[config.mk]
export PLATFORM = sky130hd
export DESIGN_NAME = fwd_unit
export DESIGN_NICKNAME = d
export VERILOG_FILES = /design/src/rtl/fwd_pkg.sv /design/src/rtl/fwd_dest_decode.sv /design/src/rtl/fwd_operand_mux.sv /design/src/rtl/fwd_unit.sv
export SDC_FILE = /design/constraint.sdc
export NUM_CORES = 1
export LEC_CHECK = 0
export CAP_MARGIN = 20
export CORE_AREA = 8 8 131 133
export DETAILED_ROUTE_END_ITERATION = 7
export DIE_AREA = 0 0 139 141
export DONT_BUFFER_PORTS = 1
export GPL_TIMING_DRIVEN = 0
export PLACE_DENSITY = 0.37
export SYNTH_ARGS = -nofsm -noshare
export SYNTH_HDL_FRONTEND = slang
export SYNTH_SLANG_ARGS = --single-unit
[constraint.sdc]
create_clock -name vclk -period 3.75
set_input_delay 1.125 -clock vclk [all_inputs]
set_output_delay 1.125 -clock vclk [all_outputs]
set_load 0.02 [all_outputs]
[src/rtl/fwd_pkg.sv]
package fwd_pkg;
    localparam int INSTR_W = 32;
    localparam int REG_W   = 3;
    localparam int NUM_SRC = 3;

    typedef enum logic [2:0] {
        OP_ADD  = 3'd0,
        OP_NOR  = 3'd1,
        OP_LOAD = 3'd2,
        OP_STOR = 3'd3,
        OP_BRCH = 3'd4,
        OP_JLNK = 3'd5,
        OP_HALT = 3'd6,
        OP_NOOP = 3'd7
    } opcode_e;

    typedef enum logic [1:0] {
        SEL_RF    = 2'd0,
        SEL_EXMEM = 2'd1,
        SEL_MEMWB = 2'd2,
        SEL_WBEND = 2'd3
    } src_sel_e;

    function automatic opcode_e get_op(input logic [INSTR_W-1:0] w);
        return opcode_e'(w[24:22]);
    endfunction

    function automatic logic [REG_W-1:0] get_ra(input logic [INSTR_W-1:0] w);
        return w[21:19];
    endfunction

    function automatic logic [REG_W-1:0] get_rb(input logic [INSTR_W-1:0] w);
        return w[18:16];
    endfunction
endpackage

[src/rtl/fwd_dest_decode.sv]
module fwd_dest_decode
    import fwd_pkg::*;
(
    input  logic [INSTR_W-1:0] instr,
    output logic               writes,
    output logic [REG_W-1:0]   dest
);
    always_comb begin
        writes = 1'b0;
        dest   = '0;
        unique case (get_op(instr))
            OP_ADD, OP_NOR: begin
                writes = 1'b1;
                dest   = instr[2:0];
            end
            OP_LOAD: begin
                writes = 1'b1;
                dest   = get_rb(instr);
            end
            default: begin
                writes = 1'b0;
                dest   = '0;
            end
        endcase
        // register 0 is hardwired: a write to it is never a source
        if (dest == '0) writes = 1'b0;
    end

    always_comb begin
        if (get_op(instr) == OP_NOOP || get_op(instr) == OP_STOR ||
            get_op(instr) == OP_BRCH || get_op(instr) == OP_HALT ||
            get_op(instr) == OP_JLNK)
            AST_NONWRITER_SILENT: assert (!writes);
    end
endmodule

[src/rtl/fwd_operand_mux.sv]
module fwd_operand_mux
    import fwd_pkg::*;
#(
    parameter int DATA_W = 32
) (
    input  logic [REG_W-1:0]          src_reg,
    input  logic [NUM_SRC-1:0]        writes,
    input  logic [NUM_SRC*REG_W-1:0]  dests,
    input  logic [NUM_SRC*DATA_W-1:0] results,
    input  logic [DATA_W-1:0]         rf_val,
    output src_sel_e                  sel,
    output logic [DATA_W-1:0]         value
);
    logic [NUM_SRC-1:0] hit;

    genvar g;
    generate
        for (g = 0; g < NUM_SRC; g++) begin : g_cmp
            assign hit[g] = writes[g] && (src_reg != '0) &&
                            (dests[g*REG_W +: REG_W] == src_reg);
        end
    endgenerate

    always_comb begin
        sel   = SEL_RF;
        value = rf_val;
        // oldest first so the youngest hit overrides
        for (int k = NUM_SRC - 1; k >= 0; k--) begin
            if (hit[k]) begin
                sel   = src_sel_e'(k + 1);
                value = results[k*DATA_W +: DATA_W];
            end
        end
    end

    always_comb begin
        if (hit == '0)
            AST_NO_HIT_USES_RF: assert (sel == SEL_RF && value == rf_val);
        if (hit[0])
            AST_YOUNGEST_FIRST: assert (sel == SEL_EXMEM);
        if (src_reg == '0)
            AST_ZERO_NOT_FWD: assert (sel == SEL_RF);
    end
endmodule

[src/rtl/fwd_unit.sv]
module fwd_unit
    import fwd_pkg::*;
#(
    parameter int DATA_W = 32
) (
    input  logic [31:0]       idex_instr,
    input  logic [DATA_W-1:0] rf_a,
    input  logic [DATA_W-1:0] rf_b,
    input  logic [31:0]       exmem_instr,
    input  logic [DATA_W-1:0] exmem_result,
    input  logic [31:0]       memwb_instr,
    input  logic [DATA_W-1:0] memwb_result,
    input  logic [31:0]       wbend_instr,
    input  logic [DATA_W-1:0] wbend_result,
    output logic [DATA_W-1:0] op_a,
    output logic [DATA_W-1:0] op_b,
    output logic [1:0]        sel_a,
    output logic [1:0]        sel_b
);
    logic [NUM_SRC*INSTR_W-1:0] src_instr;
    logic [NUM_SRC*DATA_W-1:0]  src_result;
    logic [NUM_SRC-1:0]         src_writes;
    logic [NUM_SRC*REG_W-1:0]   src_dest;
    src_sel_e                   sel_a_e, sel_b_e;

    // index 0 is the youngest producer
    assign src_instr  = {wbend_instr, memwb_instr, exmem_instr};
    assign src_result = {wbend_result, memwb_result, exmem_result};

    genvar g;
    generate
        for (g = 0; g < NUM_SRC; g++) begin : g_dec
            fwd_dest_decode i_dec (
                .instr  (src_instr[g*INSTR_W +: INSTR_W]),
                .writes (src_writes[g]),
                .dest   (src_dest[g*REG_W +: REG_W])
            );
        end
    endgenerate

    fwd_operand_mux #(.DATA_W(DATA_W)) i_mux_a (
        .src_reg (get_ra(idex_instr)),
        .writes  (src_writes),
        .dests   (src_dest),
        .results (src_result),
        .rf_val  (rf_a),
        .sel     (sel_a_e),
        .value   (op_a)
    );

    fwd_operand_mux #(.DATA_W(DATA_W)) i_mux_b (
        .src_reg (get_rb(idex_instr)),
        .writes  (src_writes),
        .dests   (src_dest),
        .results (src_result),
        .rf_val  (rf_b),
        .sel     (sel_b_e),
        .value   (op_b)
    );

    assign sel_a = sel_a_e;
    assign sel_b = sel_b_e;

    always_comb begin
        if (sel_a == SEL_MEMWB)
            AST_MEMWB_VALUE: assert (op_a == memwb_result);
        if (sel_a == SEL_WBEND)
            AST_WBEND_VALUE: assert (op_a == wbend_result);
        if (sel_b == SEL_EXMEM)
            AST_EXMEM_VALUE: assert (op_b == exmem_result);
    end
endmodule

==> results of run 1 <==
worst max-delay path, delay by kind of cell:
kind / cells / cell delay, ns
buf+inv: 4 / 0.48
simple gates: 3 / 0.74
compound gates: 3 / 0.67
cell usage after synthesis:
cell type / number
sky130_fd_sc_hd__a2111o_1: 2
sky130_fd_sc_hd__a2111oi_1: 2
sky130_fd_sc_hd__a2111oi_4: 2
sky130_fd_sc_hd__a211oi_1: 64
sky130_fd_sc_hd__a21boi_0: 47
sky130_fd_sc_hd__a21boi_1: 17
sky130_fd_sc_hd__a21o_1: 3
sky130_fd_sc_hd__a21oi_1: 10
sky130_fd_sc_hd__a311oi_2: 2
sky130_fd_sc_hd__a31oi_1: 2
sky130_fd_sc_hd__a32oi_1: 2
sky130_fd_sc_hd__a32oi_4: 1
sky130_fd_sc_hd__and2_1: 2
sky130_fd_sc_hd__and3_1: 4
sky130_fd_sc_hd__buf_2: 10
sky130_fd_sc_hd__buf_4: 2
sky130_fd_sc_hd__buf_6: 6
sky130_fd_sc_hd__clkbuf_1: 28
sky130_fd_sc_hd__inv_1: 1
sky130_fd_sc_hd__nand2_1: 64
sky130_fd_sc_hd__nand2b_1: 3
sky130_fd_sc_hd__nand3b_1: 3
sky130_fd_sc_hd__nand4bb_1: 3
sky130_fd_sc_hd__nor2_1: 69
sky130_fd_sc_hd__nor2b_1: 1
sky130_fd_sc_hd__nor3_2: 2
sky130_fd_sc_hd__o31ai_1: 60
sky130_fd_sc_hd__o31ai_2: 4
sky130_fd_sc_hd__or2_2: 2
sky130_fd_sc_hd__or3b_1: 1
sky130_fd_sc_hd__or3b_2: 1
sky130_fd_sc_hd__or3b_4: 1
sky130_fd_sc_hd__xnor2_1: 4
sky130_fd_sc_hd__xor2_1: 4
worst paths after layout:
kind                        to  cells past startpoint
worst min-delay path  op_b[21]                      2
worst max-delay path   op_a[1]                     10
stage by stage:
stage | TNS [ns] | util [%] | instances | area [sq um]
5_1_grt | -25.09 | 34.55 | 657 | 5175
3_5_place_dp | -44.44 | 27.79 | 617 | 4163
3_3_place_gp | -44.46 | 27.79 | 617 | 4163
2_1_floorplan | -8.325 | - | 429 | 3928
4_1_cts | -25.15 | 33.30 | 649 | 4987
6_report | -21.20 | 34.55 | 657 | 5175
logic make-up after synthesis:
logic type	synth area share [%]
AOI/OAI and AO/OA	63.43
xor gates and xnor gates	2.585
buffers and inverters	8.910
and+or+nand+nor	25.07
layout make-up:
type	count	area share (%)
Antenna cell	3	0.1451
Multi-Input combinational cell	382	77.66
Buffer	43	8.317
Tap cell	188	4.545
Inverter	1	0.07253
Timing Repair Buffer	40	9.260
timing repair:
| item | CTS | global route |
|---|---|---|
| hold buffers | 0 | 0 |
| setup buffers | 30 | 8 |
| setup endpoints to repair | 68 | 68 |
| pin swaps | 31 | 28 |
| resized for setup | 114 | 48 |
| gates cloned | 3 | 1 |
layer usage:
metal / vias up / share of wire, % / track usage [%]
li1: 1717 / - / -
met1: 1824 / 38 / 19.63
met2: 186 / 51 / 33.22
met3: 6 / 10 / 6.111
met4: 0 / 0.69 / 1.502
met5: - / 0 / 0
power by group through the flow:
stage,Clock (mW),Combinational [mW],Sequential [mW]
floorplan,0,0.786,0
global placement,0,0.943,0
detailed placement,0,0.946,0
CTS,0,1.11,0
global route,0.000000107,1.18,0
finish,0.000000107,1.12,0
==> out/results.md, run 1 <==
| Item | Value |
|:---|:---|
| Outcome | complete, but fails checks |
| Failing checks | negative setup slack |
| Leakage power | 1.615 nW |
| IO Count | 356 |
| # DRC | 0 |
| Avg Cell Area, Syn | 6.317 sq um |
| Total Die Area | 19,600 sq um |
| Number of maximum-capacitance constraint violations | 0 |
| DIE WIDTH | 139 microns |
| Sequential cells | 0 |
| Starting utilization of the core area | 18.10% |
| Actual slew at the worst max-slew pin | 0.6135 ns |
| Final hold slack | 2.406 ns |
| Synth Warn # | 0 |
| Cell chain of the critical path | or3b_4 -> and3_4 -> a311oi_4 -> buf_12 -> and2_4 -> buf_12 -> buf_6 -> buf_6 -> a211oi_4 -> o31ai_4 |
| Part of the power in the clock network | 0% |
| Power after layout | 1.124 mW |
| Hold Crit Start | exmem_result[21] |
| Count of clock buffers in the final design | 0 |
| Setup crit start kind | input pin |
| Data required time of the critical path | 2.62 ns |
| Share of cells above drive strength 1 | 56.01% |
| Number of cell rows | 45 |
| Post-layout nets | 756 |
| Die H | 141 microns |
| Endpoint kind of the worst setup timing path | output pin |
| Share of the synthesized area in the top cell type | 17.73% |
| Total global routing track utilization | 17.74% |
| Maximum number of pins on one net before global-route repair | 11 |
| Cell-internal power | 457.2 uW |
| Critical path origin | wbend_instr[24] |
| Maximum cell stage delay along the critical path | 0.41 ns |
| Vias in the first global route | 4,120 |
| Detailed-route wire length | 18,430 microns |
| Multi-input logic area | 4019 sq um |
| Cell type contributing the most total cell area after synthesis | sky130_fd_sc_hd__a211oi_1 |
| Number of unique standard cell types used by synthesis | 34 |
| Count of mapped cells out of synthesis | 429 |
| DP Wirelength | 14,310 microns |
| Switching Fraction | 59.31% |
| Critical path class | in2out |
| Setup Slack @ Placement | -0.7499 ns |
| Share of power burned in registers | 0% |
| Final critical-path share of the clock period | 110.8% |
| Antenna violations before repair | 3 |
| Most area-consuming cells after synthesis | sky130_fd_sc_hd__a211oi_1 18%, sky130_fd_sc_hd__o31ai_1 17%, sky130_fd_sc_hd__a21boi_0 13%, sky130_fd_sc_hd__nor2_1 9.6%, sky130_fd_sc_hd__nand2_1 8.9% |
| Min Clock Period, post-route | 4.156 ns |
| Pre-Repair DR Iteration Count | 6 |
| CORE AREA | 14,980 sq um |
| Filler Cells Inserted | 1,568 |
| Commonest cells after routing, fill and taps aside | 64 x sky130_fd_sc_hd__nand2_1, 64 x sky130_fd_sc_hd__o31ai_4, 59 x sky130_fd_sc_hd__nor2_1 |
| Data arrival at the endpoint of the critical path | 3.03 ns |
| Sequential share of the synthesized area | 0% |
| Maximum fanout along the worst path | 7 |
| Aggregate global routing overflow | 0 |
| Antenna-violating nets left | 0 |
| Global-route wire length before repair | 27,320 microns |
| Final Setup Violations | 68 |
| Worst min-delay path class | in2out |
| IR Drop Worst-Case VDD | 0.00007878 V |
| Area used by sequential logic in the layout | 0 sq um |
| Mapped Area | 2710 sq um |
| Total count of max-transition violations in the final report | 0 |
| Detailed-route via count | 3,733 |
| Count of final hold-check violations | 0 |
| Area growth syn-to-layout | 90.95% |
| Relative slew margins | 59.10% |
| Post-layout worst setup margin | -0.4057 ns |
| DR iter-0 viols | 127 |
| Crit-path slowest cell | sky130_fd_sc_hd__or3b_4 |
| RSZ-0062 raised after global routing | true |
| Fraction of power consumed by combinational cells | 100.0% |
| Switching power | 666.4 uW |
| Pwr dens | 217.1 nW/um^2 |
| Placer's final routability congestion estimate | 0.7700 |
| Wire per inst | 28.05 microns |
| Number of nets produced by synthesis | 717 |
| Average vias per placed instance | 5.682 |
| Port Buf Inserts | 0 |
| Achievable Freq | 0.2406 GHz |
Power figures use the tool's default switching activity.
==> inputs of run 2 (changes only) <==
Settings changed: PLACE_DENSITY 0.37 to 0.36.
Clock period 3.75 ns to 3.9 ns, I/O delays scaled along.
==> run 2 against run 1 <==
  * The flow still finishes with violations (negative setup slack)
  * Routed wire length grew 4.3%
  * Cell count up 0.15%
  * Die area is the same
  * Combinational power barely moved
  * Via count rose by 1.4%
  * Final area rose by 3.0%
  * Non-clock buffer count grew 2
  * Sequential share of layout area unchanged
  * Global-route usage grew 0.13 points
  * Critical path type unchanged
==> out/results.md, run 2 (synthesized netlist as in run 1, its figures left out) <==
| Item | Value | Delta |
|:---|:---|:---|
| Number of maximum-capacitance constraint violations | 0 | unchanged |
| Share of cells above drive strength 1 | 55.34% | -0.67 points |
| Starting utilization of the core area | 18.10% | unchanged |
| # DRC | 0 | unchanged |
| Vias in the first global route | 4,237 | +2.8% |
| Crit. path cell count | 9 | -1 |
| Critical path origin | wbend_instr[23] |  |
| Cell chain of the critical path | or3b_4 -> and3_4 -> a311oi_4 -> buf_6 -> and2_4 -> clkbuf_16 -> clkbuf_16 -> a211oi_2 -> o31ai_4 |  |
| Antenna-violating nets left | 0 | unchanged |
| Final design utilization | 35.58% | +1.0 points |
| Placed cell count | 617 | unchanged |
| Cts hold-fix bufs | 0 | unchanged |
| DP Wirelength | 14,460 microns | +1.0% |
| Final Setup Violations | 68 | unchanged |
| IR Drop Worst-Case VDD | 0.00007937 V | +0.76% |
| Setup crit start kind | input pin |  |
| Post-layout worst setup margin | -0.3320 ns | +0.07378 ns |
| Setup Slack @ Placement | -0.7818 ns | -0.03187 ns |
| Area growth syn-to-layout | 96.63% |  |
| Cell Area, Placed | 4156 sq um | -0.15% |
| DIE WIDTH | 139 microns | unchanged |
| Relative slew margins | 62.80% | +3.7 points |
| Pwr dens | 209.0 nW/um^2 | -3.7% |
| Worst path top cell family by delay | simple AND/OR/NAND/NOR gates |  |
| Data required time of the critical path | 2.73 ns | +0.11 ns |
| Maximum cell stage delay along the critical path | 0.41 ns | about the same |
| Total count of max-transition violations in the final report | 0 | unchanged |
| Detailed-route wire length | 19,230 microns | +4.3% |
| Number of cells in the finished layout apart from fillers | 658 | +0.15% |
| Port Buf Inserts | 0 | unchanged |
| RSZ-0062 raised after global routing | true |  |
| Outcome | complete, but fails checks |  |
| Worst min-delay path class | in2out |  |
| Final critical-path share of the clock period | 108.5% |  |
| Failing checks | negative setup slack |  |
| IO Count | 356 | unchanged |
| Sequential cells | 0 | unchanged |
| Sum Neg Setup Slack | -18.93 ns | +2.269 ns |
| Count of clock buffers in the final design | 0 | unchanged |
| Total Die Area | 19,600 sq um | unchanged |
| Aggregate global routing overflow | 0 | unchanged |
| Min Clock Period, post-route | 4.232 ns |  |
| Commonest cells after routing, fill and taps aside | 64 x sky130_fd_sc_hd__nand2_1, 64 x sky130_fd_sc_hd__o31ai_4, 63 x sky130_fd_sc_hd__nor2_1 |  |
| Area used by sequential logic in the layout | 0 sq um | unchanged |
| Leakage power | 1.672 nW | +3.6% |
| Cell area after layout | 5329 sq um | +3.0% |
| Endpoint kind of the worst setup timing path | output pin |  |
| Power after layout | 1.114 mW | -0.86% |
| Data arrival at the endpoint of the critical path | 3.06 ns | +0.03 ns |
| Filler Cells Inserted | 1,551 | -1.1% |
| Achievable Freq | 0.2363 GHz |  |
| Maximum number of pins on one net before global-route repair | 11 | unchanged |
| Cell repeated most along the worst path | sky130_fd_sc_hd__clkbuf_16 |  |
| Pre-Repair DR Iteration Count | 4 | -2 |
| DR iter-0 viols | 102 | -20% |
| Maximum fanout along the worst path | 6 | -1 |
| Critical Path Sink | op_b[26] |  |
| Count of final hold-check violations | 0 | unchanged |
| Critical path class | in2out |  |
| Detailed-route via count | 3,785 | +1.4% |
| Multi-input logic area | 4078 sq um | +1.5% |
| Placer's final routability congestion estimate | 0.7622 | -1.0% |
| Total global routing track utilization | 17.87% | +0.13 points |
| Bufs and invs on worst path | 3 | -1 |
| Die H | 141 microns | unchanged |
| Crit-path slowest cell | sky130_fd_sc_hd__or3b_4 |  |
| Global-route wire length before repair | 27,480 microns | +0.58% |
| Wire per inst | 29.22 microns | +4.2% |
| Final hold slack | 2.495 ns | +0.08928 ns |
| Actual slew at the worst max-slew pin | 0.5580 ns | -0.05548 ns |
| Average vias per placed instance | 5.752 | +1.2% |
| Post-layout nets | 758 | +0.26% |
| Number of cell rows | 45 | unchanged |
| CORE AREA | 14,980 sq um | unchanged |
| Antenna violations before repair | 4 | +1 |
## run 2: cell count changes in the layout (fill, tap and decap cells not counted), moves of 2 or more
| cell | delta |
|---|---|
| sky130_fd_sc_hd__buf_6 | +6 |
| sky130_fd_sc_hd__buf_4 | -9 |
| sky130_fd_sc_hd__a31oi_2 | -2 |
| sky130_fd_sc_hd__nor2_2 | -5 |
| sky130_fd_sc_hd__a211oi_4 | +6 |
| sky130_fd_sc_hd__buf_8 | -4 |
| sky130_fd_sc_hd__a31oi_4 | +2 |
| sky130_fd_sc_hd__a211oi_2 | -5 |
| sky130_fd_sc_hd__clkbuf_16 | +7 |
| sky130_fd_sc_hd__buf_12 | -2 |
| sky130_fd_sc_hd__nor2_1 | +4 |
| sky130_fd_sc_hd__clkbuf_2 | +2 |
| sky130_fd_sc_hd__a21boi_0 | +5 |
| sky130_fd_sc_hd__a21boi_2 | -4 |
## run 2: repair_timing
| action | 4_1_cts | 5_1_grt |
|---|---|---|
| gates resized for setup | 96 | 67 |
| gates cloned | 3 | 6 |
| endpoints found under the setup margin | 68 | 68 |
| pin swaps | 26 | 28 |
| buffers inserted | 22 | 9 |
| endpoints found under the hold margin | 0 | 0 |
## run 2: layer usage
layer,track usage (%),wire (microns),up-vias
li1,-,-,1716
met1,19.82,7388,1860
met2,33.12,9832,183
met3,6.111,1721,22
met4,2.195,259,4
met5,0,27,-
## run 2: layout make-up
| class | count | share of cell area, % |
|---|---|---|
| Antenna cell | 2 | 0.09392 |
| Buffer | 45 | 9.251 |
| Inverter | 1 | 0.07044 |
| Multi-Input combinational cell | 382 | 76.52 |
| Tap cell | 188 | 4.414 |
| Timing Repair Buffer | 40 | 9.650 |
## run 2: worst min-delay path by stage
stage	slack, ns	depth (start not counted)	from	endpoint
finish	2.50	2	exmem_result[15]	op_a[15]
global route	2.50	2	exmem_result[15]	op_a[15]
CTS	2.50	2	exmem_result[28]	op_a[28]
detailed placement	2.50	2	exmem_result[28]	op_a[28]
global placement	2.50	2	exmem_result[26]	op_b[26]
floorplan	2.49	2	exmem_result[10]	op_a[10]
## run 2: power by group
| part | internal [mW] | switching (mW) |
|---|---|---|
| Combinational | 0.460 | 0.654 |
| Sequential | 0 | 0 |
| Clock | 0.0000000686 | 0 |
| Total | 0.460 | 0.654 |
==> inputs of run 3 (changes only) <==
Settings changed: CELL_PAD_IN_SITES_DETAIL_PLACEMENT set to 1, CELL_PAD_IN_SITES_GLOBAL_PLACEMENT set to 1, CORE_AREA 8 8 131 133 to 8 8 130 132, DIE_AREA 0 0 139 141 to 0 0 138 140, PLACE_DENSITY 0.36 to 0.5, SETUP_SLACK_MARGIN set to 0.3.
==> run 3 against run 2 <==
  * Non-clock buffer count fell by 7
  * Sequential share of layout area did not move
  * Critical path depth rose by 1
  * Fmax fell by 0.24%
  * First-iteration DRC count fell by 9.8%
  * Largest power group unchanged
  * Sequential cell count did not move
  * The run still ends with negative setup slack left
  * Cell count fell by 1.4%
  * Utilization fell by 0.81 points
  * Global-route usage rose by 0.32 points
  * Via count barely moved
  * Routed wire length rose by 0.15%
==> out/results.md, run 3 (synthesized netlist as in run 1, its figures left out) <==
| Item | Value | Delta |
|:---|:---|:---|
| Outcome | complete, but fails checks |  |
| Failing checks | negative setup slack |  |
| Bufs and invs on worst path | 4 | +1 |
| Achievable Freq | 0.2357 GHz | -0.24% |
| Global-route wire length before repair | 27,930 microns | +1.7% |
| # diodes | 0 | -2 |
| Number of maximum-capacitance constraint violations | 0 | unchanged |
| Maximum cell stage delay along the critical path | 0.41 ns | about the same |
| Aggregate global routing overflow | 0 | unchanged |
| DR iter-0 viols | 92 | -9.8% |
| IR Drop Worst-Case VDD | 0.00007089 V | -11% |
| Hold Crit Start | exmem_result[29] |  |
| Worst path top cell family by delay | compound AO/OA/AOI/OAI gates |  |
| Relative slew margins | 63.13% | +0.33 points |
| Average vias per placed instance | 5.829 | +1.3% |
| Setup crit start kind | input pin |  |
| Data required time of the critical path | 2.73 ns | about the same |
| Total count of max-transition violations in the final report | 0 | unchanged |
| Actual slew at the worst max-slew pin | 0.5531 ns | -0.004938 ns |
| CORE AREA | 14,860 sq um | -0.75% |
| Detailed-route wire length | 19,260 microns | +0.15% |
| DP Wirelength | 15,000 microns | +3.8% |
| Post-layout worst setup margin | -0.3422 ns | -0.01021 ns |
| Count of clock buffers in the final design | 0 | unchanged |
| Total Die Area | 19,320 sq um | -1.4% |
| Sequential cells | 0 | unchanged |
| Starting utilization of the core area | 18.23% | +0.14 points |
| Crit-path slowest cell | sky130_fd_sc_hd__or3b_4 |  |
| Area growth syn-to-layout | 90.72% |  |
| Min Clock Period, post-route | 4.242 ns | +0.01021 ns |
| Number of cell rows | 45 | unchanged |
| Sum Neg Setup Slack | -17.56 ns | +1.366 ns |
| Maximum fanout along the worst path | 10 | +4 |
| Commonest cells after routing, fill and taps aside | 64 x sky130_fd_sc_hd__nand2_1, 64 x sky130_fd_sc_hd__o31ai_4, 64 x sky130_fd_sc_hd__nor2_1 |  |
| Area used by sequential logic in the layout | 0 sq um | unchanged |
| Data arrival at the endpoint of the critical path | 3.07 ns | about the same |
| Maximum number of pins on one net before global-route repair | 11 | unchanged |
| Cell repeated most along the worst path | sky130_fd_sc_hd__buf_4 |  |
| Min-Delay Endpoint | op_a[29] |  |
| Detailed-route via count | 3,783 | -0.053% |
| Endpoint kind of the worst setup timing path | output pin |  |
| Die H | 140 microns | -0.71% |
| Antenna violations before repair | 0 | -4 |
| # DRC | 0 | unchanged |
| Port Buf Inserts | 0 | unchanged |
| Critical path class | in2out |  |
| Leakage power | 1.610 nW | -3.7% |
| Final critical-path share of the clock period | 108.8% | +0.26 points |
| IO Count | 356 | unchanged |
| Post-layout nets | 751 | -0.92% |
| Cell chain of the critical path | or3b_4 -> buf_4 -> a21oi_4 -> a311oi_4 -> buf_4 -> buf_4 -> clkbuf_8 -> a21boi_1 -> a211oi_4 -> o31ai_4 |  |
| Pwr dens | 210.5 nW/um^2 | +0.69% |
| Share of cells above drive strength 1 | 55.53% | +0.19 points |
| Wire per inst | 29.67 microns | +1.5% |
| Total global routing track utilization | 18.19% | +0.32 points |
| Cts hold-fix bufs | 0 | unchanged |
| Count of final hold-check violations | 0 | unchanged |
| RSZ-0062 raised after global routing | true |  |
| Final Setup Violations | 68 | unchanged |
| Vias in the first global route | 4,122 | -2.7% |
| Antenna-violating nets left | 0 | unchanged |
| Worst Hold Path Cells | 2 | unchanged |
| Placer's final routability congestion estimate | 0.7603 | -0.25% |
| Pre-Repair DR Iteration Count | 4 | unchanged |
| Final hold slack | 2.496 ns | +0.0006800 ns |
| Critical path origin | wbend_instr[24] |  |
| DIE WIDTH | 138 microns | -0.72% |
| Worst min-delay path class | in2out |  |
[run 3: how the worst max path moves through the flow]
stage	to	slack, ns	cells past startpoint
6_report	op_b[6]	-0.34	10
5_1_grt	op_b[6]	-0.40	10
3_5_place_dp	op_a[4]	-0.80	7
3_3_place_gp	op_b[10]	-0.75	7
2_1_floorplan	op_b[22]	-0.08	8
4_1_cts	op_b[11]	-0.38	10
[run 3: cell type report]
cell class                      count  area, sq um
Fill cell                        1686         9696
Multi-Input combinational cell    382         4069
Buffer                             46        462.9
Timing Repair Buffer               32        397.9
Tap cell                          188        235.2
Inverter                            1        3.754
[run 3: report_power, final]
| part | internal [mW] | switching (mW) |
|---|---|---|
| combinational | 0.436 | 0.652 |
| sequential | 0 | 0 |
| clock | 0 | 0 |
| total | 0.436 | 0.652 |
[run 3: through the flow]
| stage | utilization, % | power, mW | std cells | area, sq um | setup WS, ns |
|---|---|---|---|---|---|
| 2_1_floorplan | - | 0.7583 | 429 | 3943 | -0.08006 |
| 3_3_place_gp | 28.11 | 0.9132 | 617 | 4178 | -0.7454 |
| 3_5_place_dp | 28.11 | 0.9210 | 617 | 4178 | -0.7959 |
| 4_1_cts | 32.45 | 1.045 | 637 | 4823 | -0.3802 |
| 5_1_grt | 34.77 | 1.144 | 649 | 5169 | -0.3970 |
| 6_report | 34.77 | 1.088 | 649 | 5169 | -0.3422 |
[run 3: timing repair]
item | CTS | global route
setup buffers | 18 | 9
setup endpoints to repair | 68 | 68
hold endpoints to repair | 0 | 0
gates cloned | 2 | 3
resized for setup | 100 | 62
pin swaps | 28 | 26
[run 3: routing by layer]
| metal | routed length, microns | track usage (%) | part of all wire [%] |
|---|---|---|---|
| met5 | 0 | 0 | 0 |
| met4 | 21 | 0.5149 | 0.11 |
| met3 | 1807 | 6.254 | 9.4 |
| met2 | 9912 | 33.56 | 51 |
| met1 | 7516 | 20.71 | 39 |
